File: config.mk
export PLATFORM = sky130hd
export DESIGN_NAME = iit_timer
export DESIGN_NICKNAME = d
export VERILOG_FILES = /design/src/rtl/iit_pkg.sv /design/src/rtl/iit_halfclk.sv /design/src/rtl/iit_prescaler.sv /design/src/rtl/iit_counter.sv /design/src/rtl/iit_regs.sv /design/src/rtl/iit_timer.sv
export SDC_FILE = /design/constraint.sdc
export NUM_CORES = 1
export LEC_CHECK = 0
export BUFFER_PORTS_ARGS = -buffer_cell sky130_fd_sc_hd__clkbuf_2
export CAP_MARGIN = 5
export CORE_UTILIZATION = 60
export CTS_BUF_LIST = sky130_fd_sc_hd__clkbuf_8
export DETAILED_ROUTE_END_ITERATION = 8
export PLACE_DENSITY = 0.8
export REMOVE_ABC_BUFFERS = 1
export SYNTH_ARGS = -nofsm -noshare
export SYNTH_HDL_FRONTEND = slang
export SYNTH_HIERARCHICAL = 1
export SYNTH_SLANG_ARGS = --single-unit
File: constraint.sdc
create_clock -name clk -period 5.6 [get_ports clk]
set_clock_uncertainty 0.1 [all_clocks]
set_input_delay 0.28 -clock clk [delete_from_list [all_inputs] [get_ports clk]]
set_output_delay 0.28 -clock clk [all_outputs]
set_load 0.05 [all_outputs]
File: src/rtl/iit_pkg.sv
package iit_pkg;
  typedef enum logic [1:0] {
    SEL_CTRL = 2'd0,
    SEL_MOD  = 2'd1,
    SEL_CNT  = 2'd2,
    SEL_NONE = 2'd3
  } sel_e;

  localparam int B_RUN  = 0;
  localparam int B_RLD  = 1;
  localparam int B_FLG  = 2;
  localparam int B_IE   = 3;
  localparam int B_OW   = 4;
  localparam int B_PRE  = 8;
endpackage

File: src/rtl/iit_halfclk.sv
module iit_halfclk (
  input  logic clk,
  input  logic rst_n,
  output logic hclk_en
);
  logic ph_q;

  always_ff @(posedge clk or negedge rst_n) begin
    if (!rst_n) ph_q <= 1'b0;
    else        ph_q <= ~ph_q;
  end

  assign hclk_en = ph_q;
endmodule

File: src/rtl/iit_prescaler.sv
module iit_prescaler #(
  parameter int PRE_W = 4
) (
  input  logic             clk,
  input  logic             rst_n,
  input  logic             run,
  input  logic             restart,
  input  logic             hclk_en,
  input  logic [PRE_W-1:0] pre,
  output logic             tick
);
  localparam int PSC_W = (1 << PRE_W) - 1;

  logic [PSC_W-1:0] psc_q;
  logic             at_lim;

  // terminal value of the divider: 2^p - 1
  function automatic logic [PSC_W-1:0] div_limit(input logic [PRE_W-1:0] p);
    logic [PSC_W:0] t;
    t = ({{PSC_W{1'b0}}, 1'b1} << p) - 1'b1;
    return t[PSC_W-1:0];
  endfunction

  assign at_lim = (psc_q >= div_limit(pre));
  assign tick   = run && hclk_en && at_lim && !restart;

  always_ff @(posedge clk or negedge rst_n) begin
    if (!rst_n)                psc_q <= '0;
    else if (restart)          psc_q <= '0;
    else if (run && hclk_en)   psc_q <= at_lim ? '0 : psc_q + 1'b1;
  end
endmodule

File: src/rtl/iit_counter.sv
module iit_counter #(
  parameter int CNT_W = 16
) (
  input  logic             clk,
  input  logic             rst_n,
  input  logic             tick,
  input  logic             load,
  input  logic [CNT_W-1:0] load_val,
  input  logic             rld,
  input  logic [CNT_W-1:0] mod,
  output logic [CNT_W-1:0] cnt,
  output logic             set_evt
);
  logic [CNT_W-1:0] cnt_q;
  logic [CNT_W-1:0] nxt;

  // value after one tick: decrement, or at zero reload / wrap
  function automatic logic [CNT_W-1:0] next_count(
    input logic [CNT_W-1:0] cur,
    input logic [CNT_W-1:0] modv,
    input logic             rl
  );
    if (cur == '0) return rl ? modv : '1;
    return cur - 1'b1;
  endfunction

  assign nxt     = next_count(cnt_q, mod, rld);
  assign set_evt = tick && !load && (nxt == '0);

  always_ff @(posedge clk or negedge rst_n) begin
    if (!rst_n)     cnt_q <= '1;
    else if (load)  cnt_q <= load_val;
    else if (tick)  cnt_q <= nxt;
  end

  assign cnt = cnt_q;
endmodule

File: src/rtl/iit_regs.sv
module iit_regs
  import iit_pkg::*;
#(
  parameter int CNT_W = 16,
  parameter int PRE_W = 4
) (
  input  logic             clk,
  input  logic             rst_n,
  input  logic             wr,
  input  logic [1:0]       sel,
  input  logic [CNT_W-1:0] wdata,
  input  logic             set_evt,
  input  logic [CNT_W-1:0] cnt,
  output logic             en,
  output logic             rld,
  output logic             ie,
  output logic             ow,
  output logic [PRE_W-1:0] pre,
  output logic [CNT_W-1:0] mod,
  output logic             flag,
  output logic             en_rise,
  output logic             ow_load,
  output logic [CNT_W-1:0] rdata
);
  logic             wr_ctl, wr_mod, clr;
  logic             en_q, rld_q, ie_q, ow_q, flag_q;
  logic [PRE_W-1:0] pre_q;
  logic [CNT_W-1:0] mod_q;

  assign wr_ctl  = wr && (sel == SEL_CTRL);
  assign wr_mod  = wr && (sel == SEL_MOD);
  assign clr     = wr_ctl && wdata[B_FLG];
  assign en_rise = wr_ctl && wdata[B_RUN] && !en_q;
  assign ow_load = wr_mod && ow_q;

  always_ff @(posedge clk or negedge rst_n) begin
    if (!rst_n) begin
      en_q  <= 1'b0;
      rld_q <= 1'b0;
      ie_q  <= 1'b0;
      ow_q  <= 1'b0;
      pre_q <= '0;
    end else if (wr_ctl) begin
      en_q  <= wdata[B_RUN];
      rld_q <= wdata[B_RLD];
      ie_q  <= wdata[B_IE];
      ow_q  <= wdata[B_OW];
      pre_q <= wdata[B_PRE +: PRE_W];
    end
  end

  always_ff @(posedge clk or negedge rst_n) begin
    if (!rst_n)      mod_q <= '1;
    else if (wr_mod) mod_q <= wdata;
  end

  // set has priority over a same-cycle clear
  always_ff @(posedge clk or negedge rst_n) begin
    if (!rst_n)       flag_q <= 1'b0;
    else if (set_evt) flag_q <= 1'b1;
    else if (clr)     flag_q <= 1'b0;
  end

  always_comb begin
    rdata = '0;
    unique case (sel_e'(sel))
      SEL_CTRL: begin
        rdata[B_RUN]             = en_q;
        rdata[B_RLD]             = rld_q;
        rdata[B_FLG]             = flag_q;
        rdata[B_IE]              = ie_q;
        rdata[B_OW]              = ow_q;
        rdata[B_PRE +: PRE_W]    = pre_q;
      end
      SEL_MOD:  rdata = mod_q;
      SEL_CNT:  rdata = cnt;
      SEL_NONE: rdata = '0;
    endcase
  end

  assign en   = en_q;
  assign rld  = rld_q;
  assign ie   = ie_q;
  assign ow   = ow_q;
  assign pre  = pre_q;
  assign mod  = mod_q;
  assign flag = flag_q;
endmodule

File: src/rtl/iit_timer.sv
module iit_timer #(
  parameter int CNT_W = 16,
  parameter int PRE_W = 4
) (
  input  logic             clk,
  input  logic             rst_n,
  input  logic             reg_wr,
  input  logic [1:0]       reg_sel,
  input  logic [CNT_W-1:0] reg_wdata,
  output logic [CNT_W-1:0] reg_rdata,
  output logic             irq
);
  logic             hclk_en, tick, set_evt;
  logic             en_q, rld_q, ie_q, ow_q, flag_q;
  logic             en_rise, ow_load, cnt_load;
  logic [PRE_W-1:0] pre_q;
  logic [CNT_W-1:0] mod_q, cnt_q, load_val;

  iit_halfclk u_half (
    .clk     (clk),
    .rst_n   (rst_n),
    .hclk_en (hclk_en)
  );

  iit_regs #(.CNT_W(CNT_W), .PRE_W(PRE_W)) u_regs (
    .clk     (clk),
    .rst_n   (rst_n),
    .wr      (reg_wr),
    .sel     (reg_sel),
    .wdata   (reg_wdata),
    .set_evt (set_evt),
    .cnt     (cnt_q),
    .en      (en_q),
    .rld     (rld_q),
    .ie      (ie_q),
    .ow      (ow_q),
    .pre     (pre_q),
    .mod     (mod_q),
    .flag    (flag_q),
    .en_rise (en_rise),
    .ow_load (ow_load),
    .rdata   (reg_rdata)
  );

  assign cnt_load = en_rise || ow_load;
  assign load_val = ow_load ? reg_wdata : mod_q;

  iit_prescaler #(.PRE_W(PRE_W)) u_psc (
    .clk     (clk),
    .rst_n   (rst_n),
    .run     (en_q),
    .restart (cnt_load),
    .hclk_en (hclk_en),
    .pre     (pre_q),
    .tick    (tick)
  );

  iit_counter #(.CNT_W(CNT_W)) u_cnt (
    .clk      (clk),
    .rst_n    (rst_n),
    .tick     (tick),
    .load     (cnt_load),
    .load_val (load_val),
    .rld      (rld_q),
    .mod      (mod_q),
    .cnt      (cnt_q),
    .set_evt  (set_evt)
  );

  assign irq = flag_q && ie_q;
endmodule

==> impl_metrics.tcl <==
set metrics [dict create \
    status "finished with violations" \
    violations "hold timing" \
    synth_most_common_cell "nand2_1" \
    core_area_mm2 0.00721 \
    die_area_mm2 0.00776 \
    clock_path_buffers 2 \
    yosysWarnings 6 \
    finalSetupTns_ns 0 \
    routed_via_density 6.19 \
    ys_types 72 \
    synth-edff-count 0 \
    io_pins 38 \
    hold_buffers 0 \
    report.final.slew_viol_count 0 \
    period_share_pct 80.8 \
    insertion_delay_ns 0.35 \
    synth_ff_type "dfstp_2" \
    drt-total-wl_um 10700 \
    avgSynthCellArea_um2 9.37 \
    p_per_area_mw_per_mm2 382 \
    dr.pass1.iters 5 \
    rsz0062_at_grt "no" \
    synthCells 475 \
    yosysTopAreaCellShare_pct 18.9 \
    clkSinkCount 57 \
    hp-class "in2async" \
    nets 546 \
    drive_above_1_share_pct 28.8 \
    fp.dieW_um 88.1 \
    final_antenna_net_count 0 \
    start_util_pct 61.7 \
    cp-end-kind "flop" \
    holdWs_ns -0.0147 \
    track_usage_pct 29.8 \
    fp.dieH_um 88.1 \
    port_buffers 37 \
    p_int_uw 1090 \
    cts_setup_buffers 0 \
    gp_congestion 0.929 \
    pre_cts_ws_ns 1.16 \
    clkPwrFrac_pct 20.5 \
    relSlewSlack_pct 39.0 \
    htree_num_levels 3 \
    min_period_ns 4.53 \
    yosysSeqAreaShare_pct 33.0 \
    seqPwrFrac_pct 40.5 \
    wl_per_cell_um 17.6 \
    synth_top_area_cell "dfstp_2" \
    cp.required_ns 5.78 \
    swShare_pct 41.0 \
    grt_pass1_vias 3519 \
    drtIter0Drc 311 \
    netlist_top_cells_count "nand2_1, nor2_1, dfstp_2, o21ai_0, dfrtp_1" \
    place_hpwl_um 7310 \
    async_reset_ff_share_pct 100 \
    diodes 0 \
    setup_viol 0 \
    grt-ovfl-total 0 \
    antenna_found_initial 0 \
    leakagePower_uw 0.00201 \
    netlist_area_mm2 0.00445 \
    via_count 3754 \
    max_cap_violations 0 \
    grt_pass1_wl_um 17500 \
    synth.area.top_cells "dfstp_2, dfrtp_1, ha_1, mux2_4, mux2_2" \
    max_freq_mhz 221 \
    postLayoutSetupSlackWorst_ns 1.07 \
    cts_root_buf "clkbuf_8" \
    p_comb_share_pct 39.1 \
    cp_max_fo 20 \
    cts_tree "done" \
    rows 31 \
    grt_start_max_net_pins 58 \
    drc_errors 0 \
    critPathLaunchType "flop" \
    cts_buffers 9 \
    worstMarginPinSlew_ns 0.916 \
    clk_pin_slew_ns 0.06 \
    final_hold_viol_count 6 \
    ir_drop_uv 241 \
    ys_ff_latch 57 \
    syn2layout_area_growth_pct 8.44 \
    crit_arrival_ns 4.71 \
    power.net_switching_uw 756 \
    cts_resized 0 \
    crit_type "reg2reg" \
]
==> worst paths after layout <==
path / to / slack, ns / start / cells after the start
max: u_regs/flag$_DFFE_PN0P_ / 1.07 / u_regs/pre[1]$_DFFE_PN0N_ / 18
min: u_psc/psc_q[12]$_DFFE_PN0P_ / -0.01 / rst_n / 2
max reg2reg: u_regs/flag$_DFFE_PN0P_ / 1.07 / u_regs/pre[1]$_DFFE_PN0N_ / 18
min reg2reg: u_half/hclk_en$_DFF_PN0_ / 0.39 / u_half/hclk_en$_DFF_PN0_ / 1
max in group asynchronous: u_psc/psc_q[1]$_DFFE_PN0P_ / 4.92 / rst_n / 2
min in group clk: u_regs/mod[15]$_DFFE_PN1P_ / 0.08 / reg_wdata[15] / 2
==> layer usage <==
layer / track usage (%) / wire length [µm] / part of all wire (%) / vias up
met5: 0 / 0 / 0 / -
met4: 5.87 / 87 / 0.81 / 0
met1: 42.2 / 5100 / 48 / 1828
met2: 47.1 / 4850 / 45 / 120
met3: 6.69 / 643 / 6.0 / 9
li1: - / - / - / 1797
==> cell usage in the layout (no fill, tap or decap), types with 5 or more instances in the layout <==
cell and count:
inv_1 23, nand4_1 10, o21ai_1 5, clkbuf_2 37, nor3_1 13, mux2_4 19, ha_1 23, nand3b_1 7
xor2_1 7, a22oi_1 18, mux2i_1 7, dfrtp_1 25, nand2_1 38, a21oi_1 22, mux2_2 21, clkbuf_8 10
xnor2_1 14, dfstp_2 32, nor2b_1 13, nand3_1 12, nor2_1 37, o21ai_0 29
==> per-stage QoR <==
stage / total power, µW / utilization [%] / area [µm²] / hold WS [ns] / std cells
after CTS: 1840 / 66.9 / 4820 / 0.00825 / 606
after detailed placement: 1450 / 64.3 / 4640 / 0.371 / 590
after floorplan: 1250 / - / 4290 / -0.116 / 450
after global placement: 1430 / 64.3 / 4640 / 0.355 / 590
final: 1840 / 66.9 / 4820 / -0.0147 / 606
after global routing: 1970 / 66.9 / 4820 / 0.0581 / 606
==> worst max-delay path, cell delays in order, from the launching register on <==
cell	delay (ns)
dfrtp_1	0.49
or2_2	0.38
or3_1	0.36
ha_1	0.32
nor3_1	0.22
a21o_1	0.10
a32oi_1	0.10
ha_1	0.35
nand4_1	0.13
nor4_2	0.29
a31oi_1	0.12
and3_2	0.25
nor3_2	0.15
buf_4	0.30
inv_1	0.22
nor2_1	0.12
and4_1	0.20
o2111a_1	0.19
a21o_1	0.08
==> cells by family after synthesis <==
kind of cell,count (synthesis),synth area share (%)
and+or+nand+nor,169,21.1
AOI/OAI and AO/OA,113,16.8
DFF,57,33.0
muxes,47,13.3
buffers and inverters,45,5.23
adders and majority gates,23,6.47
xor gates and xnor gates,21,4.13
==> registers in the layout (all words and copies together), names as in the netlist <==
signal and flops:
u_cnt/cnt 16, u_half/hclk_en 1, u_psc/psc_q 15, u_regs/en 1
u_regs/flag 1, u_regs/ie 1, u_regs/mod 16, u_regs/ow 1
u_regs/pre 4, u_regs/rld 1
==> power by group through the flow <==
stage | Sequential [µW] | Combinational, µW | Clock (µW)
6_report | 746 | 720 | 377
5_1_grt | 771 | 792 | 402
4_1_cts | 741 | 711 | 388
3_5_place_dp | 747 | 705 | 0
3_3_place_gp | 740 | 693 | 0
2_1_floorplan | 694 | 560 | 0
==> final cells by class <==
class / count / area, µm²
clock inverters: 6 / 51.3
repair buffers: 41 / 215
inverters: 20 / 75.1
multi-input cells: 373 / 2760
clock buffers: 10 / 138
flip-flops and latches: 57 / 1470
well taps: 99 / 124
fillers: 622 / 2390
Power figures use the tool's default switching activity.
